**src/rtl/udivw_pkg.sv**
```systemverilog
package udivw_pkg;
   localparam int REG_IDX_W = 5;

   typedef enum logic [1:0] {
      ST_IDLE,
      ST_LOAD,
      ST_ITER,
      ST_FINAL
   } div_state_e;

   typedef struct packed {
      logic                 legal;
      logic                 ov_en;
      logic                 rec;
      logic [REG_IDX_W-1:0] rd;
   } div_decode_t;
endpackage

```
**src/rtl/udivw_decode.sv**
```systemverilog
module udivw_decode
   import udivw_pkg::*;
#(
   parameter int IW       = 32,
   parameter int PRIM_OP  = 31,
   parameter int EXT_OP   = 459
) (
   input  logic [IW-1:0] instr,
   output div_decode_t   dec
);
   localparam int PRIM_W = 6;
   localparam int EXT_W  = 9;

   if (IW != 32) begin : g_bad_iw
      $error("udivw_decode: instruction width must be 32");
   end
   if (PRIM_OP >= (1 << PRIM_W) || EXT_OP >= (1 << EXT_W)) begin : g_bad_op
      $error("udivw_decode: opcode constant does not fit its field");
   end

   logic [PRIM_W-1:0] prim_f;
   logic [EXT_W-1:0]  ext_f;
   logic              unused_src_fields;

   assign prim_f            = instr[31:26];
   assign ext_f             = instr[9:1];
   assign unused_src_fields = ^instr[20:11];

   always_comb begin
      dec.legal = (prim_f == PRIM_W'(PRIM_OP)) && (ext_f == EXT_W'(EXT_OP));
      dec.ov_en = instr[10];
      dec.rec   = instr[0];
      dec.rd    = instr[25:21];
   end
endmodule

```
**src/rtl/udivw_core.sv**
```systemverilog
module udivw_core
   import udivw_pkg::*;
#(
   parameter int WLEN = 32
) (
   input  logic            clk,
   input  logic            rst_n,
   input  logic            go,
   input  logic [WLEN-1:0] dividend,
   input  logic [WLEN-1:0] divisor,
   output logic            busy,
   output logic            done,
   output logic            div_zero,
   output logic [WLEN-1:0] quotient
);
   localparam int CNT_W = $clog2(WLEN);

   if (WLEN < 2) begin : g_bad_w
      $error("udivw_core: WLEN must be at least 2");
   end

   div_state_e        state;
   logic [WLEN-1:0]   dvd_q;
   logic [WLEN-1:0]   dvs_q;
   logic [WLEN-1:0]   rem_q;
   logic [WLEN-1:0]   quo_q;
   logic [CNT_W-1:0]  cnt_q;
   logic              zero_q;

   logic [WLEN:0]     rem_sh;
   logic [WLEN:0]     diff;
   logic              qbit;
   logic [WLEN-1:0]   rem_nx;

   always_comb begin
      rem_sh = {rem_q, quo_q[WLEN-1]};
      diff   = rem_sh - {1'b0, dvs_q};
      qbit   = ~diff[WLEN];
      rem_nx = qbit ? diff[WLEN-1:0] : rem_sh[WLEN-1:0];
   end

   always_ff @(posedge clk) begin
      if (!rst_n) begin
         state  <= ST_IDLE;
         dvd_q  <= '0;
         dvs_q  <= '0;
         rem_q  <= '0;
         quo_q  <= '0;
         cnt_q  <= '0;
         zero_q <= 1'b0;
      end else begin
         case (state)
            ST_IDLE: begin
               if (go) begin
                  dvd_q <= dividend;
                  dvs_q <= divisor;
                  state <= ST_LOAD;
               end
            end
            ST_LOAD: begin
               zero_q <= (dvs_q == '0);
               rem_q  <= '0;
               cnt_q  <= '0;
               if (dvs_q == '0) begin
                  quo_q <= '0;
                  state <= ST_FINAL;
               end else begin
                  quo_q <= dvd_q;
                  state <= ST_ITER;
               end
            end
            ST_ITER: begin
               rem_q <= rem_nx;
               quo_q <= {quo_q[WLEN-2:0], qbit};
               cnt_q <= cnt_q + 1'b1;
               if (cnt_q == CNT_W'(WLEN - 1)) state <= ST_FINAL;
            end
            default: state <= ST_IDLE;
         endcase
      end
   end

   assign busy     = (state != ST_IDLE);
   assign done     = (state == ST_FINAL);
   assign div_zero = zero_q;
   assign quotient = quo_q;

   // zero divisor skips the iterations
   assert_zero_skip_R5: assert property (@(posedge clk) disable iff (!rst_n)
      (go && !busy && divisor == '0) |=> ##1 done);

   // restoring remainder ends below the divisor
   assert_rem_bound_R4: assert property (@(posedge clk) disable iff (!rst_n)
      (done && !zero_q) |-> (rem_q < dvs_q));

   // no completion straight after acceptance
   assert_no_early_done_R6: assert property (@(posedge clk) disable iff (!rst_n)
      (go && !busy) |=> !done);
endmodule

```
**src/rtl/udivw_status.sv**
```systemverilog
module udivw_status #(
   parameter int WLEN = 32
) (
   input  logic            ov_en,
   input  logic            rec,
   input  logic            ov_in,
   input  logic            so_in,
   input  logic            div_zero,
   input  logic [WLEN-1:0] quo_low,
   output logic            ov_out,
   output logic            so_out,
   output logic [3:0]      cr_out
);
   logic neg, zero;

   always_comb begin
      neg    = quo_low[WLEN-1];
      zero   = (quo_low == '0);
      ov_out = ov_en ? div_zero : ov_in;
      so_out = ov_en ? (so_in | div_zero) : so_in;
      cr_out = rec ? {neg, ~neg & ~zero, zero, so_out} : 4'b0000;
   end
endmodule

```
**src/rtl/udivw_unit.sv**
```systemverilog
module udivw_unit
   import udivw_pkg::*;
#(
   parameter int XLEN    = 64,
   parameter int WLEN    = 32,
   parameter int IW      = 32,
   parameter int PRIM_OP = 31,
   parameter int EXT_OP  = 459
) (
   input  logic                 clk,
   input  logic                 rst_n,
   input  logic                 start_i,
   input  logic [IW-1:0]        instr_i,
   input  logic [XLEN-1:0]      src_a_i,
   input  logic [XLEN-1:0]      src_b_i,
   input  logic                 ov_i,
   input  logic                 so_i,
   output logic                 busy_o,
   output logic                 done_o,
   output logic                 illegal_o,
   output logic [XLEN-1:0]      result_o,
   output logic [REG_IDX_W-1:0] rd_idx_o,
   output logic                 rd_we_o,
   output logic                 ov_o,
   output logic                 so_o,
   output logic                 xer_we_o,
   output logic [3:0]           cr_o,
   output logic                 cr_we_o
);
   if (XLEN < WLEN) begin : g_bad_xlen
      $error("udivw_unit: XLEN must not be below WLEN");
   end

   div_decode_t      dec;
   logic             accept;
   logic             illegal_q;
   logic             oe_q, rc_q, ov_q, so_q;
   logic [REG_IDX_W-1:0] rd_q;
   logic             busy, done, div_zero;
   logic [WLEN-1:0]  quo;
   logic             st_ov, st_so;
   logic [3:0]       st_cr;

   udivw_decode #(.IW(IW), .PRIM_OP(PRIM_OP), .EXT_OP(EXT_OP)) u_dec (
      .instr (instr_i),
      .dec   (dec)
   );

   assign accept = start_i && !busy && dec.legal;

   udivw_core #(.WLEN(WLEN)) u_core (
      .clk      (clk),
      .rst_n    (rst_n),
      .go       (accept),
      .dividend (src_a_i[WLEN-1:0]),
      .divisor  (src_b_i[WLEN-1:0]),
      .busy     (busy),
      .done     (done),
      .div_zero (div_zero),
      .quotient (quo)
   );

   always_ff @(posedge clk) begin
      if (!rst_n) begin
         illegal_q <= 1'b0;
         oe_q      <= 1'b0;
         rc_q      <= 1'b0;
         ov_q      <= 1'b0;
         so_q      <= 1'b0;
         rd_q      <= '0;
      end else begin
         illegal_q <= start_i && !busy && !dec.legal;
         if (accept) begin
            oe_q <= dec.ov_en;
            rc_q <= dec.rec;
            ov_q <= ov_i;
            so_q <= so_i;
            rd_q <= dec.rd;
         end
      end
   end

   udivw_status #(.WLEN(WLEN)) u_stat (
      .ov_en    (oe_q),
      .rec      (rc_q),
      .ov_in    (ov_q),
      .so_in    (so_q),
      .div_zero (div_zero),
      .quo_low  (quo),
      .ov_out   (st_ov),
      .so_out   (st_so),
      .cr_out   (st_cr)
   );

   if (XLEN > WLEN) begin : g_zext
      logic unused_hi;
      assign unused_hi = ^{src_a_i[XLEN-1:WLEN], src_b_i[XLEN-1:WLEN]};
      assign result_o  = {{(XLEN-WLEN){1'b0}}, quo};
   end else begin : g_same
      assign result_o = quo;
   end

   assign busy_o    = busy;
   assign done_o    = done;
   assign illegal_o = illegal_q;
   assign rd_idx_o  = rd_q;
   assign rd_we_o   = done;
   assign ov_o      = st_ov;
   assign so_o      = st_so;
   assign xer_we_o  = done && oe_q;
   assign cr_o      = st_cr;
   assign cr_we_o   = done && rc_q;

   // completion pulse lasts one cycle
   assert_done_pulse_R6: assert property (@(posedge clk) disable iff (!rst_n)
      done_o |=> !done_o);

   // upper result half is zero on completion
   assert_zext_R4: assert property (@(posedge clk) disable iff (!rst_n)
      done_o |-> (result_o[XLEN-1:WLEN] == '0));

   // start while busy is not flagged as illegal
   assert_busy_ignore_R9: assert property (@(posedge clk) disable iff (!rst_n)
      (busy_o && start_i) |=> !illegal_o);

   // written overflow implies sticky summary set
   assert_sticky_R7: assert property (@(posedge clk) disable iff (!rst_n)
      (xer_we_o && ov_o) |-> so_o);

   // exactly one of LT/GT/EQ on a condition write
   assert_cr_onehot_R8: assert property (@(posedge clk) disable iff (!rst_n)
      cr_we_o |-> ($countones(cr_o[3:1]) == 1));

   // rejected instruction starts nothing
   assert_illegal_quiet_R1: assert property (@(posedge clk) disable iff (!rst_n)
      illegal_o |-> (!busy_o && !rd_we_o));
endmodule

```
**config.mk**
```make
export PLATFORM = sky130hd
export DESIGN_NAME = udivw_unit
export DESIGN_NICKNAME = d
export VERILOG_FILES = /design/src/rtl/udivw_pkg.sv /design/src/rtl/udivw_decode.sv /design/src/rtl/udivw_core.sv /design/src/rtl/udivw_status.sv /design/src/rtl/udivw_unit.sv
export SDC_FILE = /design/constraint.sdc
export NUM_CORES = 1
export LEC_CHECK = 0
export ABC_AREA = 1
export BUFFER_PORTS_ARGS = -buffer_cell sky130_fd_sc_hd__buf_2
export CAP_MARGIN = 30
export CORE_ASPECT_RATIO = 0.6
export CORE_UTILIZATION = 35
export CTS_CLUSTER_SIZE = 8
export DETAILED_ROUTE_END_ITERATION = 16
export HOLD_SLACK_MARGIN = 0.12
export PLACE_DENSITY = 0.6
export SETUP_SLACK_MARGIN = 0.2
export SLEW_MARGIN = 20
export SYNTH_ARGS = -nofsm -noshare
export SYNTH_HDL_FRONTEND = slang
export SYNTH_SLANG_ARGS = --single-unit
```
**constraint.sdc**
```tcl
create_clock -name clk -period 2.54 [get_ports clk]
set_clock_uncertainty 0.1 [all_clocks]
set_input_delay 0.508 -clock clk [delete_from_list [all_inputs] [get_ports clk]]
set_output_delay 0.508 -clock clk [all_outputs]
set_load 0.01 [all_outputs]
```
==> impl_metrics.json, run 1 <==
{
  "cts_tree": "built",
  "cts_made_buffers": 17,
  "drcViolationCount": 0,
  "max_slew.worst_pin.slew_ns": 0.536,
  "track_usage": 0.212,
  "drive_gt1_frac": 0.273,
  "post-route-period-util": 0.940,
  "yosysSeqAreaShare": 0.325,
  "period_needed_ns": 2.39,
  "avgSynthCellArea_sq_um": 6.47,
  "dieArea_sq_um": 26300,
  "crit_arrival_ns": 2.67,
  "synth_area_sq_um": 8980,
  "postSynth.asyncResetShare": 0,
  "initial_utilization": 0.364,
  "synth_edf_count": 0,
  "wl_um": 29100,
  "grt_util_met2": 0.278,
  "critPathCaptureType": "flip-flop",
  "final_cell_area_sq_um": 12000,
  "cts_max_path_buffers": 2,
  "hold_ws_ns": 0.242,
  "relSlewSlack": 0.639,
  "postCtsHoldBufs": 0,
  "cts_num_sinks": 146,
  "drt_first_pass_iters": 5,
  "fp.coreArea_sq_um": 24700,
  "synth.top_cell.area_share": 0.325,
  "critical_path.max_fanout": 8,
  "yosysWarnings": 0,
  "grt.met1_usage": 0.333,
  "place_congestion": 0.996,
  "dp_hpwl_um": 20700,
  "nets": 1750,
  "ant_nets": 0,
  "critical_path_required_ns": 2.82,
  "diodes": 0,
  "rows": 44,
  "die_height_um": 126,
  "rsz0062_at_grt": "yes",
  "synthCells": 1388,
  "synth_cell_types": 38,
  "grt-ovfl-total": 0,
  "grt_pass1_wl_um": 44000,
  "cp-start-kind": "flip-flop",
  "outcome": "finished, final reports clean",
  "use_met3": 0.0521,
  "grt_max_degree": 90,
  "vias_per_cell": 4.92,
  "fin_tns_setup_ns": 0,
  "wire_per_inst_um": 15.5,
  "clk_latency_ns": 0.44,
  "crit_type": "flip-flop to flip-flop",
  "maxCapViolCount": 0,
  "clkTransAtPathRegs_ns": 0.06,
  "clock-root-buffer": "clkbuf_16",
  "syn_to_final_growth_pct": 33.4,
  "busiest_layer": "met1",
  "cts.htree.levels": 4,
  "finish.utilization": 0.486,
  "port_buffers": 139,
  "antenna_found_initial": 0,
  "slew_viol_final": 0,
  "finalSetupViolations": 0,
  "fmax_mhz": 419,
  "drt_iter0_markers": 829,
  "ioPinCount": 246,
  "yosysTopAreaCell": "dfxtp_1",
  "grt_pass1_vias": 8346,
  "report.final.hold_viol_count": 0,
  "hp-class": "input port to flip-flop",
  "synth_area_leaders": "dfxtp_1 33%, nand2_1 13%, inv_1 11%",
  "placed_area_sq_um": 10100,
  "die_w_um": 209,
  "synth_ff_type": "dfxtp_1",
  "ys_ff_latch": 146,
  "num_vias": 9240
}
==> kinds of logic (layout without fill, tap and decap cells) <==
family	after synthesis	after routing	share of synthesized area
DFF	146	146	0.325
xor gates and xnor gates	16	16	0.0156
buffers and inverters	363	501	0.171
and+or+nand+nor	542	542	0.261
AOI/OAI and AO/OA	280	280	0.169
adders and majority gates	40	40	0.0565
other	1	32	0.000417
==> cells in the final DEF (no fill, tap or decap), types with 9 or more instances in the layout <==
cell type / Yosys / routed
nand2_4: 3 / 35
nand3_1: 61 / 32
nand4_1: 16 / 16
a21oi_1: 127 / 104
buf_2: 1 / 139
nor2_1: 84 / 67
a21oi_2: 4 / 25
ha_1: 39 / 11
nor4_1: 13 / 9
dfxtp_1: 146 / 138
nand3_2: 5 / 30
nor2_2: 1 / 16
o21ai_0: 77 / 77
nand2_2: 25 / 33
ha_4: 0 / 28
a31oi_1: 32 / 32
inv_1: 271 / 264
o22ai_1: 30 / 30
buf_4: 33 / 41
nor3_1: 12 / 11
xor2_1: 9 / 9
conb_1: 1 / 32
clkbuf_16: 0 / 20
nand2_1: 314 / 272
==> metrics by stage <==
| stage | std cells | worst slack [ns] |
|---|---|---|
| 6_report | 1879 | 0.153 |
| 2_1_floorplan | 1419 | 0.224 |
| 4_1_cts | 1871 | 0.176 |
| 3_3_place_gp | 1833 | 0.0675 |
| 3_5_place_dp | 1833 | 0.0174 |
| 5_1_grt | 1879 | 0.0619 |
==> worst max-delay path, stage by stage (launching register included) <==
cell and delay [ns]:
dfxtp_4 0.38, ha_4 0.14, inv_4 0.04, fa_2 0.34
nand2_2 0.07, nand2_2 0.06, nand3_2 0.08, nand2_4 0.08
nand2_4 0.08, nand2_4 0.05, nand2_4 0.10, nand2_4 0.08
nand2_4 0.10, nand2_8 0.13, clkbuf_16 0.21, nand2_4 0.06
nand3_2 0.06, a21oi_2 0.14
==> flip-flops by register name (all words and copies together), names as in the netlist <==
register,flops
u_core.state,2
rc_q,1
rd_idx_o,5
oe_q,1
u_core.cnt_q,5
so_q,1
u_core.quotient,32
u_core.div_zero,1
u_core.rem_q,32
ov_q,1
u_core.dvs_q,32
u_core.dvd_q,32
illegal_o,1
==> synthesized netlist by cell type (all sizes together), types with 16 or more instances <==
library cell  count
a21oi           131
nand3            66
clkbuf           46
nor2             86
buf              42
nand2           342
dfxtp           146
o22ai            30
inv             272
ha               39
nand4            16
o21ai            77
a31oi            32
==> path summary, 6_finish.rpt <==
kind	startpoint	to	slack, ns	cells past startpoint
setup reg to reg	u_core.dvs_q[0]	u_core.rem_q[2]	0.15	17
setup / recovery	u_core.dvs_q[0]	u_core.rem_q[2]	0.15	17
hold reg to reg	rd_idx_o[0]	rd_idx_o[0]	0.34	2
hold / removal	src_b_i[12]	u_core.dvs_q[12]	0.24	3
==> area by class of cell <==
type | count | area, sq um
Timing Repair Buffer | 195 | 1320
Fill cell | 2479 | 12700
Clock buffer | 23 | 488
Tap cell | 322 | 403
Inverter | 275 | 1030
Sequential cell | 146 | 2940
Clock inverter | 8 | 150
Multi-Input combinational cell | 910 | 5660
==> routing by layer <==
layer	vias to the layer above	wire length [um]
li1	4642	-
met1	4264	15300
met2	307	11100
met3	27	2420
met4	0	243
met5	-	0
==> repair_timing <==
action                     CTS  global route
gates cloned                 2             3
resized for setup           55           165
buffers inserted             5             5
pin swaps                   22            60
setup endpoints to repair   35            37
Power of run 1 is left out: the tool's default activity adds up to more than one toggle a clock period on the data nets, which glitch-free logic cannot reach.
==> run 2, diff against run 1 <==
- GPL_TIMING_DRIVEN: not set -> 0
- MAX_ROUTING_LAYER: not set -> met4
==> impl_metrics.json, run 2 (synthesized netlist as in run 1, its figures left out) <==
{
  "post-route-period-util": 0.956,
  "finalSetupViolations": 0,
  "wl_um": 30200,
  "layout_common_cells": "289 x nand2_1, 268 x inv_1, 141 x buf_2, 141 x dfxtp_1, 114 x a21oi_1",
  "syn_to_final_growth_pct": 29.1,
  "clock-root-buffer": "clkbuf_16",
  "ioPinCount": 246,
  "rsz0062_at_grt": "yes",
  "drt_first_pass_iters": 7,
  "max_slew.worst_pin.slew_ns": 0.796,
  "port_buffers": 139,
  "layout_setup_ws_ns": 0.112,
  "pre_cts_ws_ns": -0.215,
  "grt_pass1_vias": 8429,
  "maxCapViolCount": 0,
  "cts.htree.levels": 4,
  "fmax_mhz": 412,
  "die_height_um": 126,
  "drt_iter0_markers": 890,
  "slew_viol_final": 0,
  "clk_latency_ns": 0.45,
  "cts_tree": "built",
  "cts_num_sinks": 146,
  "cp-start-kind": "flip-flop",
  "crit_top_cell": "nand2_4",
  "fin_tns_setup_ns": 0,
  "cp_slowest_cell": "fa_2",
  "relSlewSlack": 0.469,
  "vias_per_cell": 4.87,
  "final_common_cell": "nand2_1",
  "hp-class": "input port to flip-flop",
  "rows": 44,
  "clkTransAtPathRegs_ns": 0.07,
  "crit_chain": "inv_4, ha_4, inv_4, fa_2, nand2_2, nand2_2, nand3_2, nand2_4, nand2_4, nand2_4, nand2_4, nand2_4, nand2_4, nand2_8, buf_6, nand2_8, nand2_2, nand2_2, a21oi_2",
  "cts_made_buffers": 17,
  "grt-ovfl-total": 0,
  "dp_hpwl_um": 23600,
  "crit_type": "flip-flop to flip-flop",
  "num_vias": 9376,
  "critical_path_required_ns": 2.74,
  "critPathCaptureType": "flip-flop",
  "nets": 1797,
  "grt_max_degree": 17,
  "critical_path.max_fanout": 7,
  "report.final.hold_viol_count": 0,
  "track_usage": 0.238,
  "outcome": "finished, final reports clean",
  "dieArea_sq_um": 26300,
  "drcViolationCount": 0,
  "fp.coreArea_sq_um": 24700,
  "critical-path-top-delay-family": "simple AND/OR/NAND/NOR gates",
  "grt_pass1_wl_um": 46800,
  "crit_buf_inv": 3,
  "drive_gt1_frac": 0.236,
  "place_congestion": 0.988,
  "ant_nets": 0,
  "die_w_um": 209,
  "initial_utilization": 0.364,
  "period_needed_ns": 2.43,
  "diodes": 0,
  "wire_per_inst_um": 15.7,
  "crit_arrival_ns": 2.63,
  "cts_max_path_buffers": 2,
  "antenna_found_initial": 1,
  "max_stage_delay_ns": 0.36
}
[run 2: path summary, 6_finish.rpt]
| kind | from | end | slack, ns | depth (start not counted) |
|---|---|---|---|---|
| worst max-delay path | u_core.quotient[31] | u_core.rem_q[27] | 0.11 | 19 |
| worst max register to register | u_core.quotient[31] | u_core.rem_q[27] | 0.11 | 19 |
| worst min register to register | rd_idx_o[3] | rd_idx_o[3] | 0.34 | 2 |
| worst min-delay path | instr_i[23] | rd_idx_o[2] | 0.24 | 3 |
[run 2: area by class of cell]
type,instances,area (sq um)
multi-input combinational,910,5240
inverter,275,1040
fill,2572,13100
sequential,146,2930
tap,322,403
clock buffer,17,425
buffer,88,567
timing repair buffer,154,836
clock inverter,15,160
[run 2: through the flow]
| stage | cells | util | instance area (sq um) | hold WS [ns] |
|---|---|---|---|---|
| final | 1927 | 0.470 | 11600 | 0.235 |
| after floorplan | 1419 | - | 9100 | 0.324 |
| after CTS | 1923 | 0.455 | 11200 | 0.222 |
| after global placement | 1880 | 0.414 | 10200 | 0.330 |
| after detailed placement | 1880 | 0.414 | 10200 | 0.336 |
| after global routing | 1927 | 0.470 | 11600 | 0.249 |
[run 2: routing by layer]
layer | vias up | routed length [um] | track usage
met4 | 0 | 281 | 0.0536
li1 | 4751 | - | -
met1 | 4260 | 16300 | 0.374
met2 | 341 | 10900 | 0.292
met3 | 24 | 2690 | 0.0574
met5 | - | 0 | -
[run 2: repair_timing]
action / CTS / global route
pin swaps: 15 / 18
setup endpoints to repair: 129 / 128
resized for setup: 80 / 94
hold buffers: 0 / 0
cloned: 1 / 0
setup buffers: 10 / 4
hold endpoints to repair: 0 / 0
[run 2: tightest hold or removal path, stage by stage]
cell     delay [ns]
buf_2          0.07
o21ai_0        0.07
a21oi_1        0.10
Power of run 2 is left out for the same reason.
==> run 3, diff against run 2 <==
- CELL_PAD_IN_SITES_DETAIL_PLACEMENT: not set -> 2
- CELL_PAD_IN_SITES_GLOBAL_PLACEMENT: not set -> 2
- CORE_UTILIZATION: 35 -> 29
- CTS_BUF_LIST: not set -> sky130_fd_sc_hd__clkbuf_2 sky130_fd_sc_hd__clkbuf_4 sky130_fd_sc_hd__clkbuf_8
- PLACE_DENSITY: 0.6 -> 0.87
==> impl_metrics.json, run 3 (synthesized netlist as in run 1, its figures left out) <==
{
  "dieArea_sq_um": 31700,
  "cp_slowest_cell": "ha_2",
  "postCtsHoldBufs": 0,
  "grt_max_degree": 17,
  "crit_arrival_ns": 3.10,
  "grt_pass1_vias": 11328,
  "initial_utilization": 0.297,
  "dp_hpwl_um": 30600,
  "maxCapViolCount": 0,
  "placed_area_sq_um": 10300,
  "clkTransAtPathRegs_ns": 0.09,
  "place_congestion": 0.905,
  "cts.htree.levels": 4,
  "slew_viol_final": 0,
  "layout_setup_ws_ns": -0.271,
  "cts_tree": "built",
  "cts_made_buffers": 17,
  "drt_iter0_markers": 860,
  "outcome": "finished with violations",
  "drt_first_pass_iters": 6,
  "finalSetupViolations": 35,
  "max_slew.worst_pin.slew_ns": 0.984,
  "final_common_cell": "nand2_1",
  "num_vias": 10974,
  "track_usage": 0.288,
  "critical_path.max_fanout": 5,
  "fin_tns_setup_ns": -6.32,
  "drive_gt1_frac": 0.268,
  "antenna_found_initial": 1,
  "crit_chain": "inv_1, ha_2, nand2_1, nor2_2, nand2_1, inv_1, a21oi_4, buf_12, nand2_8, nand2_8, nand2_8, buf_12, buf_16, nand3_2, nand2_1, a21oi_1",
  "hp-class": "input port to flip-flop",
  "grt-ovfl-total": 0,
  "relSlewSlack": 0.344,
  "rows": 49,
  "nets": 1810,
  "max_stage_delay_ns": 0.43,
  "period_needed_ns": 2.81,
  "rrSetupSlack_ns": -0.27,
  "critical_path_required_ns": 2.83,
  "drcViolationCount": 0,
  "wire_per_inst_um": 25.9,
  "vias_per_cell": 5.41,
  "post-route-period-util": 1.11,
  "grt_pass1_wl_um": 67800,
  "die_w_um": 229,
  "cp-start-kind": "flip-flop",
  "fp.coreArea_sq_um": 30200,
  "port_buffers": 139,
  "crit_type": "flip-flop to flip-flop",
  "ioPinCount": 246,
  "fmax_mhz": 356,
  "ant_nets": 0,
  "cts_max_path_buffers": 2,
  "syn_to_final_growth_pct": 34.2,
  "clk_latency_ns": 0.56,
  "final_cell_area_sq_um": 12100,
  "rsz0062_at_grt": "yes",
  "violations": "negative setup slack",
  "pre_cts_ws_ns": -0.391,
  "layout_common_cells": "285 x nand2_1, 268 x inv_1, 143 x buf_2",
  "clock-root-buffer": "clkbuf_8",
  "wl_um": 52500,
  "critPathCaptureType": "flip-flop",
  "report.final.hold_viol_count": 0,
  "die_height_um": 138,
  "cts_num_sinks": 146
}
-- run 3: cell count changes in the layout (fill, tap and decap cells not counted), sizes merged --
cell / delta
bufinv: +1
buf: +14
clkinvlp: -2
diode: +2
clkbuf: +4
clkinv: -3
inv: -2
-- run 3: path summary, 6_finish.rpt --
path	from	to	cells after the start
worst max register to register	u_core.dvs_q[31]	u_core.rem_q[26]	16
worst min register to register	rd_idx_o[3]	rd_idx_o[3]	2
worst min-delay path	start_i	illegal_o	3
worst max-delay path	u_core.dvs_q[31]	u_core.rem_q[26]	16
-- run 3: final cells by class --
type                            instances  area [sq um]
Tap cell                              408           510
Clock inverter                          9           130
Clock buffer                           22           284
Sequential cell                       146          2940
Timing Repair Buffer                  167          1010
Antenna cell                            2          5.00
Buffer                                 88           582
Fill cell                            3585         18200
Inverter                              275          1050
Multi-Input combinational cell        910          5550
-- run 3: routing by layer --
metal / vias to the layer above / wire [um] / GRT usage
met5: - / 0 / -
met4: 0 / 2130 / 0.0902
met3: 157 / 3600 / 0.0413
met2: 496 / 24700 / 0.445
met1: 5552 / 22100 / 0.387
li1: 4769 / - / -
-- run 3: per-stage QoR --
stage	hold WS (ns)	util	instances
after global routing	0.121	0.399	2026
final	0.135	0.399	2027
after floorplan	0.324	-	1419
after CTS	0.124	0.373	2008
after global placement	0.331	0.341	1966
after detailed placement	0.336	0.341	1966
-- run 3: critical path, delay by kind of cell, from the launching register on --
family	cells	cell delay, ns
buffers and inverters	5	0.65
adders and majority gates	1	0.43
AOI/OAI and AO/OA	2	0.16
DFF	1	0.40
and+or+nand+nor	8	0.90
-- run 3: what timing repair did --
action	4_1_cts	5_1_grt
endpoints found under the hold margin	0	0
cloned	2	1
buffers inserted	9	16
pin swaps	15	46
endpoints found under the setup margin	143	142
resized for setup	98	158
Power of run 3 is left out for the same reason.
